[src/rtl/adv_load_table.sv]
module adv_load_table #(
  parameter int ENTRIES = 16,
  parameter int REG_W   = 7,
  parameter int ADDR_W  = 32,
  parameter int GRAN_LG = 3
) (
  input  logic              clk,
  input  logic              rst_n,
  input  logic              clear_all,
  input  logic              ld_en,
  input  logic [REG_W-1:0]  ld_reg,
  input  logic [ADDR_W-1:0] ld_addr,
  input  logic              st_en,
  input  logic [ADDR_W-1:0] st_addr,
  input  logic              chk_en,
  input  logic [REG_W-1:0]  chk_reg,
  output logic              chk_ok
);
  localparam int IDX_W = (ENTRIES > 1) ? $clog2(ENTRIES) : 1;
  localparam int TAG_W = ADDR_W - GRAN_LG;

  logic [ENTRIES-1:0] vld;
  logic [REG_W-1:0]   rtag [ENTRIES];
  logic [TAG_W-1:0]   atag [ENTRIES];
  logic [IDX_W-1:0]   rr_ptr;

  logic [ENTRIES-1:0] st_kill, ld_same, chk_match;
  logic [IDX_W-1:0]   victim;
  logic               evict;

  wire [TAG_W-1:0] st_gran = st_addr[ADDR_W-1:GRAN_LG];
  wire [TAG_W-1:0] ld_gran = ld_addr[ADDR_W-1:GRAN_LG];

  always_comb begin
    for (int i = 0; i < ENTRIES; i++) begin
      st_kill[i]   = st_en && vld[i] && (atag[i] == st_gran);
      ld_same[i]   = vld[i] && (rtag[i] == ld_reg);
      chk_match[i] = vld[i] && (rtag[i] == chk_reg);
    end
  end

  always_comb begin
    victim = rr_ptr;
    evict  = 1'b1;
    for (int i = ENTRIES - 1; i >= 0; i--)
      if (!vld[i]) begin
        victim = IDX_W'(i);
        evict  = 1'b0;
      end
    for (int i = 0; i < ENTRIES; i++)
      if (ld_same[i]) begin
        victim = IDX_W'(i);
        evict  = 1'b0;
      end
  end

  assign chk_ok = chk_en && !clear_all && |(chk_match & ~st_kill);

  always_ff @(posedge clk) begin
    if (!rst_n) begin
      vld    <= '0;
      rr_ptr <= '0;
    end else if (clear_all) begin
      vld <= '0;
    end else begin
      vld <= vld & ~st_kill;
      if (ld_en) begin
        vld[victim]  <= 1'b1;
        rtag[victim] <= ld_reg;
        atag[victim] <= ld_gran;
        if (evict)
          rr_ptr <= (rr_ptr == IDX_W'(ENTRIES - 1)) ? '0 : rr_ptr + 1'b1;
      end
    end
  end

  function automatic logic reg_present(logic [REG_W-1:0] r);
    logic f = 1'b0;
    for (int i = 0; i < ENTRIES; i++)
      if (vld[i] && rtag[i] == r) f = 1'b1;
    return f;
  endfunction

  function automatic logic gran_present(logic [TAG_W-1:0] g);
    logic f = 1'b0;
    for (int i = 0; i < ENTRIES; i++)
      if (vld[i] && atag[i] == g) f = 1'b1;
    return f;
  endfunction

  a_r6_unique_reg: assert property (@(posedge clk) disable iff (!rst_n)
    $onehot0(chk_match));

  a_r2_load_recorded: assert property (@(posedge clk) disable iff (!rst_n)
    (ld_en && !clear_all) |=> reg_present($past(ld_reg)));

  a_r4_store_kills: assert property (@(posedge clk) disable iff (!rst_n)
    (st_en && !clear_all && !(ld_en && ld_gran == st_gran))
      |=> !gran_present($past(st_gran)));

  a_r8_clear_empties: assert property (@(posedge clk) disable iff (!rst_n)
    clear_all |=> (vld == '0));

  a_r7_ptr_holds: assert property (@(posedge clk) disable iff (!rst_n)
    (!ld_en || clear_all || !(&vld) || (|ld_same)) |=> $stable(rr_ptr));

  a_r5_store_first: assert property (@(posedge clk) disable iff (!rst_n)
    (st_en && (atag[victim] == st_gran) && chk_match[victim] && !ld_en) |-> !chk_ok);
endmodule

[config.mk]
export PLATFORM = sky130hd
export DESIGN_NAME = adv_load_table
export DESIGN_NICKNAME = d
export VERILOG_FILES = /design/src/rtl/adv_load_table.sv
export SDC_FILE = /design/constraint.sdc
export NUM_CORES = 1
export LEC_CHECK = 0
export BUFFER_PORTS_ARGS = -buffer_cell sky130_fd_sc_hd__buf_2
export CAP_MARGIN = 20
export CORE_UTILIZATION = 44
export CTS_CLUSTER_SIZE = 8
export DETAILED_ROUTE_END_ITERATION = 16
export PLACE_DENSITY = 0.58
export RECOVER_POWER = 100
export SLEW_MARGIN = 20
export SYNTH_ARGS = -nofsm -noshare
export SYNTH_HDL_FRONTEND = slang
export SYNTH_SLANG_ARGS = --single-unit
[constraint.sdc]
create_clock -name clk -period 4.7 [get_ports clk]
set_input_delay 0.235 -clock clk [delete_from_list [all_inputs] [get_ports clk]]
set_output_delay 0.235 -clock clk [all_outputs]
set_load 0.02 [all_outputs]
======== Yosys cells after proc, flatten, opt, wreduce, memory -nomap -nowiden ========
Memories as Yosys holds them, arrays and structs flattened.
Index checks and enable logic that the tools add are counted.
cells by class
  $add $sub $neg .......................... 1
  $lt $le $gt $ge ......................... 2
  equality and inequality tests ........... 49
  mux-type cells .......................... 72
  bitwise logic cells ..................... 6
  reduce and logical (&&, ||, !) cells .... 71
operators with widths
  cell                   number
  $eq A29 B29 Y1         16
  $eq A7 B7 Y1           32
  $mux W4                33
  $logic_and A1 B1 Y1    67
  $mux W1                37
  $and A16 B16 Y16       2
  $mux W16               1
  $not A16 Y16           1
  $or A16 B16 Y16        1
  $reduce_or A16 Y1      1
  $lt A4 B5 Y1 const B   1
  $add A4 B1 Y4 const B  1
  $demux W1 S4           1
  $eq A4 B4 Y1 const B   1
  $ge A4 B1 Y1 const B   1
  $reduce_and A3 Y1      1
  $not A1 Y1             2
  $reduce_or A2 Y1       1
  $logic_not A1 Y1       1
storage, ports and cells
  flip-flop bits (word level) ............. 20
  memory bits (writable) .................. 576
  input bits .............................. 84
  output and inout port bits .............. 1
  word-level logic and storage cells ...... 205
  memories kept ........................... 2
memory list
  memory  words  width  rd ports  clocked after memory_dff  wr ports  line  source
  atag    16     29     16        0                         1         24    logic [TAG_W-1:0] atag [ENTRIES];
  rtag    16     7      16        0                         1         23    logic [REG_W-1:0] rtag [ENTRIES];

======== Logic depth before layout (Yosys ltp) ========
Gate-level depths: netlist of run 1.
  depth after elaboration ................. 38
  mapped depth ............................ 11
  gate-level depth less buffers ........... 8

======== Worst setup path before layout of run 1 ========
No wires, ideal clock.
  path kind ............................... register to register
  start ................................... memory rtag[4][0]
  end ..................................... memory atag[14][0] (netlist name) (enable)
  setup time .............................. 0.474 ns
  arrival ................................. 4.234 ns
  data required time ...................... 4.226 ns
  path slack .............................. -0.008 ns
  cell stages (with the launch flop) ...... 9
  path buffers ............................ 0
  clock period less this slack ............ 4.708 ns
  cell sequence ........................... edfxtp_1 xor2_1 nor4_1 and4_4 or4b_2 o211a_1 o211ai_2 o2bb2ai_1 nor3_1
RTL lines
  element      line
  from (decl)  23
  to (decl)    24

======== Worst setup path in the final report of run 1 ========
  start ................................... input port ld_reg[0]
  end ..................................... memory atag[1][28] (netlist name) (enable)
on the way
  cells in the longest elaborated chain, start to end .. 18
  elaborated cells between the ends (all ways) .. 48
  those cells by class .................... eq/ne: 16; mux: 16; reduce/logical: 16
RTL lines
  element                line  source
  from (decl)            11    input logic [REG_W-1:0] ld_reg,
  $eq A7 B7 Y1           37    ld_same[i] = vld[i] && (rtag[i] == ld_reg);
  $logic_and A1 B1 Y1    37
  $mux W4 (15 in a row)  51    if (ld_same[i]) begin
  $mux W4 *              51
Every way passes the cells marked *; elsewhere a longest branch is shown, timed or not.

==> impl_metrics.xml, run 1 <==
<?xml version="1.0" encoding="UTF-8"?>
<metrics>
  <group name="synth">
    <metric name="syn_nets" unit="">1854</metric>
    <metric name="synth_edf_count" unit="">576</metric>
    <metric name="ys_seq_area_share" unit="%">66.8</metric>
    <metric name="postSynth.asyncResetShare" unit="%">0</metric>
    <metric name="synth-adder-area-share" unit="%">0.0472</metric>
    <metric name="syn_area_per_cell" unit="sq um">15.0</metric>
    <metric name="synth_top_family_by_area" unit="">XOR/XNOR gates</metric>
    <metric name="yosysUniqueCellTypes" unit="">49</metric>
    <metric name="syn_area" unit="sq um">26500</metric>
    <metric name="synth-xor-area-share" unit="%">22.7</metric>
    <metric name="ys_ff_latch" unit="">596</metric>
    <metric name="synth_compound_area_share" unit="%">1.87</metric>
    <metric name="post_synthesis_mux_area_share" unit="%">0.0755</metric>
    <metric name="syn_inst" unit="">1769</metric>
    <metric name="dominantRegCellSynth" unit="">edfxtp_1</metric>
    <metric name="yosys_warn_count" unit="">0</metric>
    <metric name="synthSimpleGateAreaFrac" unit="%">6.81</metric>
  </group>
  <group name="status">
    <metric name="status" unit="">finished with violations</metric>
    <metric name="violations" unit="">capacitance limit, slew limit</metric>
  </group>
  <group name="route">
    <metric name="vias_per_cell" unit="">5.69</metric>
    <metric name="drt-initial-drc-count" unit="">1487</metric>
    <metric name="initial_drt_pass_iterations" unit="">7</metric>
    <metric name="ant_nets" unit="">0</metric>
    <metric name="vias" unit="">15500</metric>
    <metric name="drcViolationCount" unit="">0</metric>
    <metric name="routed_wl" unit="microns">79900</metric>
    <metric name="post_drt_wl_per_cell" unit="microns">29.3</metric>
  </group>
  <group name="floorplanning">
    <metric name="fp.dieArea" unit="sq um">61200</metric>
    <metric name="rows" unit="">89</metric>
    <metric name="chipHeight" unit="microns">247</metric>
    <metric name="floorplan.die.width" unit="microns">247</metric>
    <metric name="initial_utilization" unit="%">44.8</metric>
    <metric name="core_area" unit="sq um">59200</metric>
    <metric name="pin_count" unit="">85</metric>
  </group>
  <group name="power_and_ir_drop">
    <metric name="power.share.switching" unit="%">22.6</metric>
    <metric name="finalPower" unit="mW">12.2</metric>
    <metric name="ir_worst_vdd" unit="uV">286</metric>
    <metric name="clock_power_share" unit="%">45.8</metric>
    <metric name="switching_power" unit="mW">2.75</metric>
    <metric name="cellPowerDensity" unit="nW/um^2">399</metric>
    <metric name="p_leak" unit="nW">9.72</metric>
    <metric name="power.share.sequential" unit="%">48.1</metric>
    <metric name="comb_power_share" unit="%">6.1</metric>
    <metric name="p_int" unit="mW">9.44</metric>
  </group>
  <group name="timing">
    <metric name="max_slew.worst_pin.slew" unit="ns">1.75</metric>
    <metric name="max_slew_margin" unit="%">-16.8</metric>
    <metric name="grt_setup_unrepaired" unit="">no</metric>
    <metric name="finalWorstPathRequiredPeriod" unit="ns">4.03</metric>
    <metric name="tns" unit="ns">0</metric>
    <metric name="max_freq" unit="MHz">248</metric>
    <metric name="timing.clock.skew" unit="ns">0.0201</metric>
    <metric name="finalSetupViolCount" unit="">0</metric>
    <metric name="slew_viol_final" unit="">272</metric>
    <metric name="share_of_the_clock_period_used_by_the_worst_path" unit="%">85.8</metric>
    <metric name="fin_ws" unit="ns">0.666</metric>
    <metric name="timing_hold_violations_final" unit="">0</metric>
  </group>
  <group name="cells_and_area">
    <metric name="drive_gt1_share" unit="%">10.9</metric>
    <metric name="nNetsFinal" unit="">2001</metric>
    <metric name="areaGrowthSynthToFinish" unit="%">15.3</metric>
    <metric name="design_area" unit="sq um">30600</metric>
  </group>
  <group name="setup_path">
    <metric name="criticalPathCategory" unit="">input pin to flip-flop</metric>
    <metric name="slowest_delay" unit="ns">0.83</metric>
    <metric name="timing.critical_path.mode_cell" unit="">clkbuf_1</metric>
    <metric name="crit_path_cell_trace" unit="">clkbuf_1, clkbuf_1, xnor2_1, nand4_1, nor2_1, or4b_2, o211a_1, o211ai_1, nand3b_1, clkbuf_1, nor2_4, buf_12</metric>
    <metric name="startpoint_type_of_the_worst_setup_path" unit="">input pin</metric>
    <metric name="end_kind" unit="">flip-flop</metric>
    <metric name="cp_data_required_time" unit="ns">5.02</metric>
    <metric name="slowest_cell_on_crit_path" unit="">clkbuf_1</metric>
    <metric name="worstPathArrival" unit="ns">4.35</metric>
    <metric name="timing.critical_path.fanout_max" unit="">29</metric>
  </group>
  <group name="cts">
    <metric name="htree_levels" unit="">3</metric>
    <metric name="worst_skew_pair.late_latency" unit="ns">0.63</metric>
    <metric name="cts_buffers" unit="">84</metric>
    <metric name="post-cts-setup-buffers" unit="">0</metric>
    <metric name="cts_tree" unit="">done</metric>
    <metric name="sink_count" unit="">596</metric>
    <metric name="clockRootBuffer" unit="">clkbuf_16</metric>
    <metric name="clk_pin_slew_worst_paths" unit="ns">0.05</metric>
    <metric name="clock_path_buffers" unit="">3</metric>
  </group>
  <group name="place">
    <metric name="count_of_buffers_from_port_buffering" unit="">78</metric>
    <metric name="place_congestion" unit="">0.836</metric>
    <metric name="detailedPlace.worstSlack" unit="ns">0.722</metric>
    <metric name="dpl.hpwl" unit="microns">48900</metric>
    <metric name="placed_cell_area" unit="sq um">28200</metric>
  </group>
  <group name="grt">
    <metric name="grt_start_max_net_pins" unit="">37</metric>
    <metric name="grt_use_total" unit="%">26.5</metric>
    <metric name="globalRoute.totalOverflow" unit="">0</metric>
    <metric name="first_pass_grt_wire_length" unit="microns">112000</metric>
    <metric name="vias_in_the_first_global_route" unit="">15400</metric>
    <metric name="antenna_found_initial" unit="">8</metric>
  </group>
  <group name="hold_path">
    <metric name="worst_hold_path_type" unit="">input pin to flip-flop</metric>
  </group>
  <group name="job">
    <metric name="cap_violations" unit="">17</metric>
  </group>
</metrics>
==> cell usage after synthesis, types with 2 or more instances <==
cell type  number  area, sq um
a211o_1         2         17.5
a21oi_1         6         30.0
a31oi_1         5         31.3
and4b_1         2         20.0
buf_1          15         56.3
buf_4           7         52.6
buf_6           7         78.8
clkbuf_1       61          229
dfxtp_1        20          400
edfxtp_1      576        17300
inv_1           9         33.8
mux2i_1         2         20.0
nand2_1        18         67.6
nand2b_1        2         12.5
nand3_1        33          165
nand3b_1        2         15.0
nand4_1        93          582
nor2_1         41          154
nor3_1         17         85.1
nor4_1         94          588
o2111ai_1       2         17.5
o21ai_0        12         60.1
o22ai_1        10         62.6
o2bb2ai_1       2         17.5
o31ai_1         2         15.0
o41a_1          6         67.6
o41ai_1        11         96.3
or3_1           4         25.0
or4b_2          2         20.0
xnor2_1       314         2750
xor2_1        374         3280
==> cell usage in the layout, fill, tap and decap left out, types with 9 or more instances in the layout <==
cell / netlist / layout
buf_12: 0 / 13
buf_2: 1 / 41
buf_4: 7 / 51
clkbuf_1: 61 / 71
clkbuf_16: 0 / 86
dfxtp_1: 20 / 20
edfxtp_1: 576 / 576
inv_1: 9 / 9
nand2_1: 18 / 18
nand3_1: 33 / 33
nand4_1: 93 / 93
nor2_1: 41 / 29
nor2_4: 0 / 12
nor3_1: 17 / 16
nor4_1: 94 / 95
o21ai_0: 12 / 12
o22ai_1: 10 / 10
o41ai_1: 11 / 11
xnor2_1: 314 / 314
xor2_1: 374 / 374
==> cell type report <==
cell class,instances,area (sq um)
antenna,2,5.00
clock buffer,112,2250
clock inverter,6,129
fill,4971,28700
inverter,9,33.8
multi-input combinational,1073,8450
sequential,596,17700
tap,773,967
timing repair buffer,152,1040
==> what timing repair did <==
| action | 4_1_cts | 5_1_grt |
|---|---|---|
| resized for setup | 0 | 0 |
| hold endpoints to repair | 6 | 0 |
| endpoints found under the setup margin | 0 | 0 |
| hold buffers | 2 | 0 |
==> state kept, by name, indices dropped and copies added, names as in the netlist <==
| register | cells |
|---|---|
| atag | 464 |
| rr_ptr | 4 |
| rtag | 112 |
| vld | 16 |
==> power by group through the flow <==
stage / clock (mW) / combinational [mW] / sequential, mW
detailed placement: 0 / 0.749 / 5.95
global placement: 0 / 0.740 / 5.95
global route: 5.85 / 0.786 / 5.85
floorplan: 0 / 0.391 / 5.95
CTS: 5.65 / 0.754 / 5.85
finish: 5.58 / 0.746 / 5.86
==> cell families after synthesis <==
family          count (synthesis)
fa+ha+maj                       1
simple gates                  315
flops                         596
mux                             2
buf+inv                       100
compound gates                 67
xor+xnor                      688
==> metal layers <==
layer	share of wire (%)	global-route usage (%)	up-vias
li1	-	-	6745
met1	42	36.3	7962
met2	46	41.5	643
met3	8.1	6.21	155
met4	3.0	8.59	2
met5	0.016	0	-
==> metrics by stage <==
step           util, %  hold WS, ns  instances
2_1_floorplan        -        0.334       1769
3_3_place_gp      47.7        0.519       2599
3_5_place_dp      47.7        0.534       2599
4_1_cts           51.7       0.0516       2719
5_1_grt           51.6       0.0793       2721
6_report          51.6       0.0956       2723
==> critical path: cells and delay by family <==
| family | cells | cell delay (ns) |
|---|---|---|
| AO/OA/AOI/OAI | 2 | 0.53 |
| XOR/XNOR | 1 | 0.15 |
| buffers and inverters | 4 | 2.06 |
| AND/OR/NAND/NOR | 5 | 1.35 |
==> final timing paths <==
path              slack (ns)  cells after the start                    from                      to
setup / recovery        0.67                     12               ld_reg[0]   atag[1][28]$_DFFE_PP_
hold / removal           0.1                      2               ld_reg[5]    rtag[8][5]$_DFFE_PP_
setup reg to reg        0.82                     10    rtag[1][1]$_DFFE_PP_   atag[1][28]$_DFFE_PP_
hold reg to reg         0.54                      2  rr_ptr[2]$_SDFFE_PN0P_  rr_ptr[2]$_SDFFE_PN0P_
No activity file was read; power rests on OpenSTA's default activity.
==> inputs of run 2 (changes only) <==
--- a/config.mk
+++ b/config.mk
@@ -5,6 +5,7 @@
 export SDC_FILE = /design/constraint.sdc
 export NUM_CORES = 1
 export LEC_CHECK = 0
+export ABC_AREA = 1
 export BUFFER_PORTS_ARGS = -buffer_cell sky130_fd_sc_hd__buf_2
 export CAP_MARGIN = 20
 export CORE_UTILIZATION = 44
==> impl_metrics.xml, run 2 <==
<?xml version="1.0" encoding="UTF-8"?>
<metrics>
  <group name="cts">
    <metric name="cts_tree" unit="">done</metric>
    <metric name="worst_skew_pair.late_latency" unit="ns">0.64</metric>
    <metric name="clockRootBuffer" unit="">clkbuf_16</metric>
    <metric name="sink_count" unit="">596</metric>
    <metric name="htree_levels" unit="">3</metric>
    <metric name="cts_buffers" unit="">84</metric>
    <metric name="post-cts-setup-buffers" unit="">0</metric>
    <metric name="clk_pin_slew_worst_paths" unit="ns">0.05</metric>
    <metric name="clock_path_buffers" unit="">3</metric>
  </group>
  <group name="synth">
    <metric name="synth_edf_count" unit="">576</metric>
    <metric name="syn_inst" unit="">2253</metric>
    <metric name="yosysMostFrequentCell" unit="">edfxtp_1</metric>
    <metric name="syn_nets" unit="">2338</metric>
    <metric name="yosys_warn_count" unit="">0</metric>
    <metric name="yosysUniqueCellTypes" unit="">65</metric>
    <metric name="synthDominantAreaCellType" unit="">edfxtp_1</metric>
    <metric name="synth.cells.most_frequent" unit="">576 x edfxtp_1, 324 x nand2_1, 219 x xor2_1</metric>
    <metric name="postSynth.asyncResetShare" unit="%">0</metric>
    <metric name="syn_area_per_cell" unit="sq um">12.1</metric>
    <metric name="ys_seq_area_share" unit="%">64.7</metric>
    <metric name="synthTopCellsByArea" unit="">edfxtp_1 63%, xor2_1 7.0%, nand2_1 4.4%, xnor2_1 3.4%, inv_1 2.1%</metric>
    <metric name="dominantRegCellSynth" unit="">edfxtp_1</metric>
    <metric name="ys_ff_latch" unit="">596</metric>
    <metric name="yosys_top_cell_area_share" unit="%">63.2</metric>
    <metric name="syn_area" unit="sq um">27400</metric>
  </group>
  <group name="setup_path">
    <metric name="worst_reg2reg_setup_slack" unit="ns">1.23</metric>
    <metric name="timing.critical_path.mode_cell" unit="">clkbuf_1</metric>
    <metric name="slowest_cell_on_crit_path" unit="">clkbuf_1</metric>
    <metric name="timing.critical_path.fanout_max" unit="">36</metric>
    <metric name="startpoint_type_of_the_worst_setup_path" unit="">input pin</metric>
    <metric name="crit_path_buf_inv_count" unit="">4</metric>
    <metric name="crit_cells" unit="">13</metric>
    <metric name="slowest_delay" unit="ns">1.24</metric>
    <metric name="setup.worst_path.start" unit="">ld_reg[1]</metric>
    <metric name="worstReg2RegEnd" unit="">atag[8][20]$_DFFE_PP_</metric>
    <metric name="worstPathArrival" unit="ns">4.30</metric>
    <metric name="cp_data_required_time" unit="ns">4.96</metric>
    <metric name="worstSetupEndpoint" unit="">atag[8][20]$_DFFE_PP_</metric>
    <metric name="criticalPathCategory" unit="">input pin to flip-flop</metric>
    <metric name="path_delay_family" unit="">buffers and inverters</metric>
    <metric name="reg2reg_depth" unit="">17</metric>
    <metric name="crit-reg2reg-launch" unit="">vld[15]$_SDFF_PP0_</metric>
    <metric name="crit_path_cell_trace" unit="">clkbuf_1, clkbuf_1, o22ai_1, a2111oi_0, and2_0, nor2_1, o2111ai_1, nand2_1, a31oi_1, and3_1, inv_1, nor2_4, clkbuf_4</metric>
    <metric name="end_kind" unit="">flip-flop</metric>
  </group>
  <group name="timing">
    <metric name="max_slew_margin" unit="%">-14.6</metric>
    <metric name="share_of_the_clock_period_used_by_the_worst_path" unit="%">85.9</metric>
    <metric name="max_freq" unit="MHz">248</metric>
    <metric name="final.hold.worst_slack" unit="ns">0.0725</metric>
    <metric name="finalWorstPathRequiredPeriod" unit="ns">4.04</metric>
    <metric name="slew_viol_final" unit="">375</metric>
    <metric name="grt_setup_unrepaired" unit="">no</metric>
    <metric name="max_slew.worst_pin.slew" unit="ns">1.72</metric>
    <metric name="tns" unit="ns">0</metric>
    <metric name="timing_hold_violations_final" unit="">0</metric>
    <metric name="timing.clock.skew" unit="ns">0.0291</metric>
    <metric name="finalSetupViolCount" unit="">0</metric>
  </group>
  <group name="cells_and_area">
    <metric name="regMostFlops" unit="">atag</metric>
    <metric name="mostFrequentLayoutCells" unit="">576 x edfxtp_1, 327 x nand2_1, 219 x xor2_1, 145 x inv_1, 139 x nor2_1</metric>
    <metric name="multi_input_area" unit="sq um">8620</metric>
    <metric name="finished_core_util" unit="%">51.0</metric>
    <metric name="biggestRegsByFlops" unit="">atag x464, rtag x112, vld x16</metric>
    <metric name="areaGrowthSynthToFinish" unit="%">14.8</metric>
    <metric name="design_area" unit="sq um">31400</metric>
    <metric name="drive_gt1_share" unit="%">12.8</metric>
    <metric name="regArea" unit="sq um">17700</metric>
    <metric name="layout_commonest_cell" unit="">edfxtp_1</metric>
    <metric name="largest_register_ff_count" unit="">464</metric>
    <metric name="fill_cells" unit="">5350</metric>
    <metric name="nNetsFinal" unit="">2496</metric>
  </group>
  <group name="route">
    <metric name="drt-initial-drc-count" unit="">2284</metric>
    <metric name="routed_wl" unit="microns">95200</metric>
    <metric name="post_drt_wl_per_cell" unit="microns">29.1</metric>
    <metric name="initial_drt_pass_iterations" unit="">6</metric>
    <metric name="drcViolationCount" unit="">0</metric>
    <metric name="vias_per_cell" unit="">5.94</metric>
    <metric name="ant_nets" unit="">0</metric>
    <metric name="vias" unit="">19500</metric>
  </group>
  <group name="floorplanning">
    <metric name="floorplan.die.width" unit="microns">251</metric>
    <metric name="initial_utilization" unit="%">44.4</metric>
    <metric name="pin_count" unit="">85</metric>
    <metric name="fp.dieArea" unit="sq um">63200</metric>
    <metric name="chipHeight" unit="microns">251</metric>
    <metric name="core_area" unit="sq um">61600</metric>
    <metric name="rows" unit="">91</metric>
  </group>
  <group name="grt">
    <metric name="first_pass_grt_wire_length" unit="microns">133000</metric>
    <metric name="antenna_found_initial" unit="">4</metric>
    <metric name="vias_in_the_first_global_route" unit="">18600</metric>
    <metric name="globalRoute.totalOverflow" unit="">0</metric>
    <metric name="grt_use_total" unit="%">30.2</metric>
    <metric name="grt_start_max_net_pins" unit="">37</metric>
  </group>
  <group name="status">
    <metric name="status" unit="">finished with violations</metric>
    <metric name="violations" unit="">capacitance limit, slew limit</metric>
  </group>
  <group name="power_and_ir_drop">
    <metric name="ir_worst_vdd" unit="uV">296</metric>
    <metric name="p_leak" unit="nW">10.9</metric>
    <metric name="cellPowerDensity" unit="nW/um^2">387</metric>
  </group>
  <group name="hold_path">
    <metric name="worst_hold_path_type" unit="">input pin to flip-flop</metric>
  </group>
  <group name="job">
    <metric name="cap_violations" unit="">21</metric>
  </group>
  <group name="place">
    <metric name="place_congestion" unit="">0.974</metric>
    <metric name="count_of_buffers_from_port_buffering" unit="">78</metric>
    <metric name="placed_cell_area" unit="sq um">29200</metric>
    <metric name="dpl.hpwl" unit="microns">61500</metric>
  </group>
</metrics>
run 2: cell count changes after synthesis, moves of 25 or more:
cell	delta
buf_2	+25
inv_1	+141
nand2_1	+306
nand4_1	-39
nor2_1	+103
nor4_1	-30
o2111ai_1	+44
o21ai_0	+47
o22ai_1	+43
or2_2	+67
xnor2_1	-208
xor2_1	-155
run 2: per-layer routing:
metal  wire, microns  up-vias  global-route usage [%]
li1                -     8439                       -
met3            7780      259                    4.93
met4            4780        2                    13.6
met1           37900     9749                    39.6
met2           44800     1008                    49.4
met5              14        -                       0
run 2: worst min path at each step:
stage	start	depth (start not counted)	end	slack [ns]
2_1_floorplan	ld_addr[3]	0	atag[0][0]$_DFFE_PP_	0.33
3_3_place_gp	rr_ptr[3]$_SDFFE_PN0P_	2	rr_ptr[3]$_SDFFE_PN0P_	0.50
3_5_place_dp	rr_ptr[3]$_SDFFE_PN0P_	2	rr_ptr[3]$_SDFFE_PN0P_	0.52
4_1_cts	ld_reg[0]	1	rtag[15][0]$_DFFE_PP_	0.01
5_1_grt	clear_all	4	vld[3]$_SDFF_PP0_	0.09
6_report	clear_all	4	vld[7]$_SDFF_PP0_	0.07
run 2: through the flow:
step | power [mW] | worst slack, ns | instances
2_1_floorplan | 6.33 | 0.937 | 2253
6_report | 12.2 | 0.661 | 3275
3_5_place_dp | 6.75 | 0.957 | 3160
4_1_cts | 12.2 | 1.04 | 3273
5_1_grt | 12.4 | 0.399 | 3274
3_3_place_gp | 6.74 | 1.01 | 3160
run 2: layout make-up:
type	instances	area share [%]
antenna	2	0.0159
clock buffer	105	7.01
clock inverter	6	0.330
inverter	168	2.02
multi-input combinational	1395	27.4
sequential	596	56.3
tap	837	3.33
timing repair buffer	166	3.59
run 2: cells by family after synthesis:
kind of cell | Yosys count | synth area share [%]
AND/OR/NAND/NOR | 778 | 13.4
flip-flops | 596 | 64.7
XOR/XNOR | 325 | 10.4
AO/OA/AOI/OAI | 291 | 7.56
buffers and inverters | 262 | 3.97
adder cells (fa/ha/maj) | 1 | 0.0457
run 2: report_power, final:
part	internal (mW)	total, mW	switching, mW
registers	5.85	5.86	0.00677
clock network	3.25	5.49	2.24
logic	0.200	0.803	0.602
run 2: repair_timing:
item / 4_1_cts / 5_1_grt
endpoints found under the hold margin: 5 / 0
resized for setup: 0 / 0
hold buffers: 2 / 0
setup endpoints to repair: 0 / 0
run 2: worst register-to-register path, stage by stage (launching register included):
cell	delay, ns
dfxtp_1	0.43
inv_1	0.18
o311ai_0	0.37
nand3_1	0.11
nand3_1	0.09
nand3_1	0.07
nand3_1	0.09
nand3_1	0.08
nand4_1	0.08
a21oi_1	0.07
o21ai_1	0.12
nand2_1	0.07
nand3_1	0.09
nand2_2	0.14
inv_2	0.13
nand3_2	0.27
nor2_4	0.16
clkbuf_4	0.54
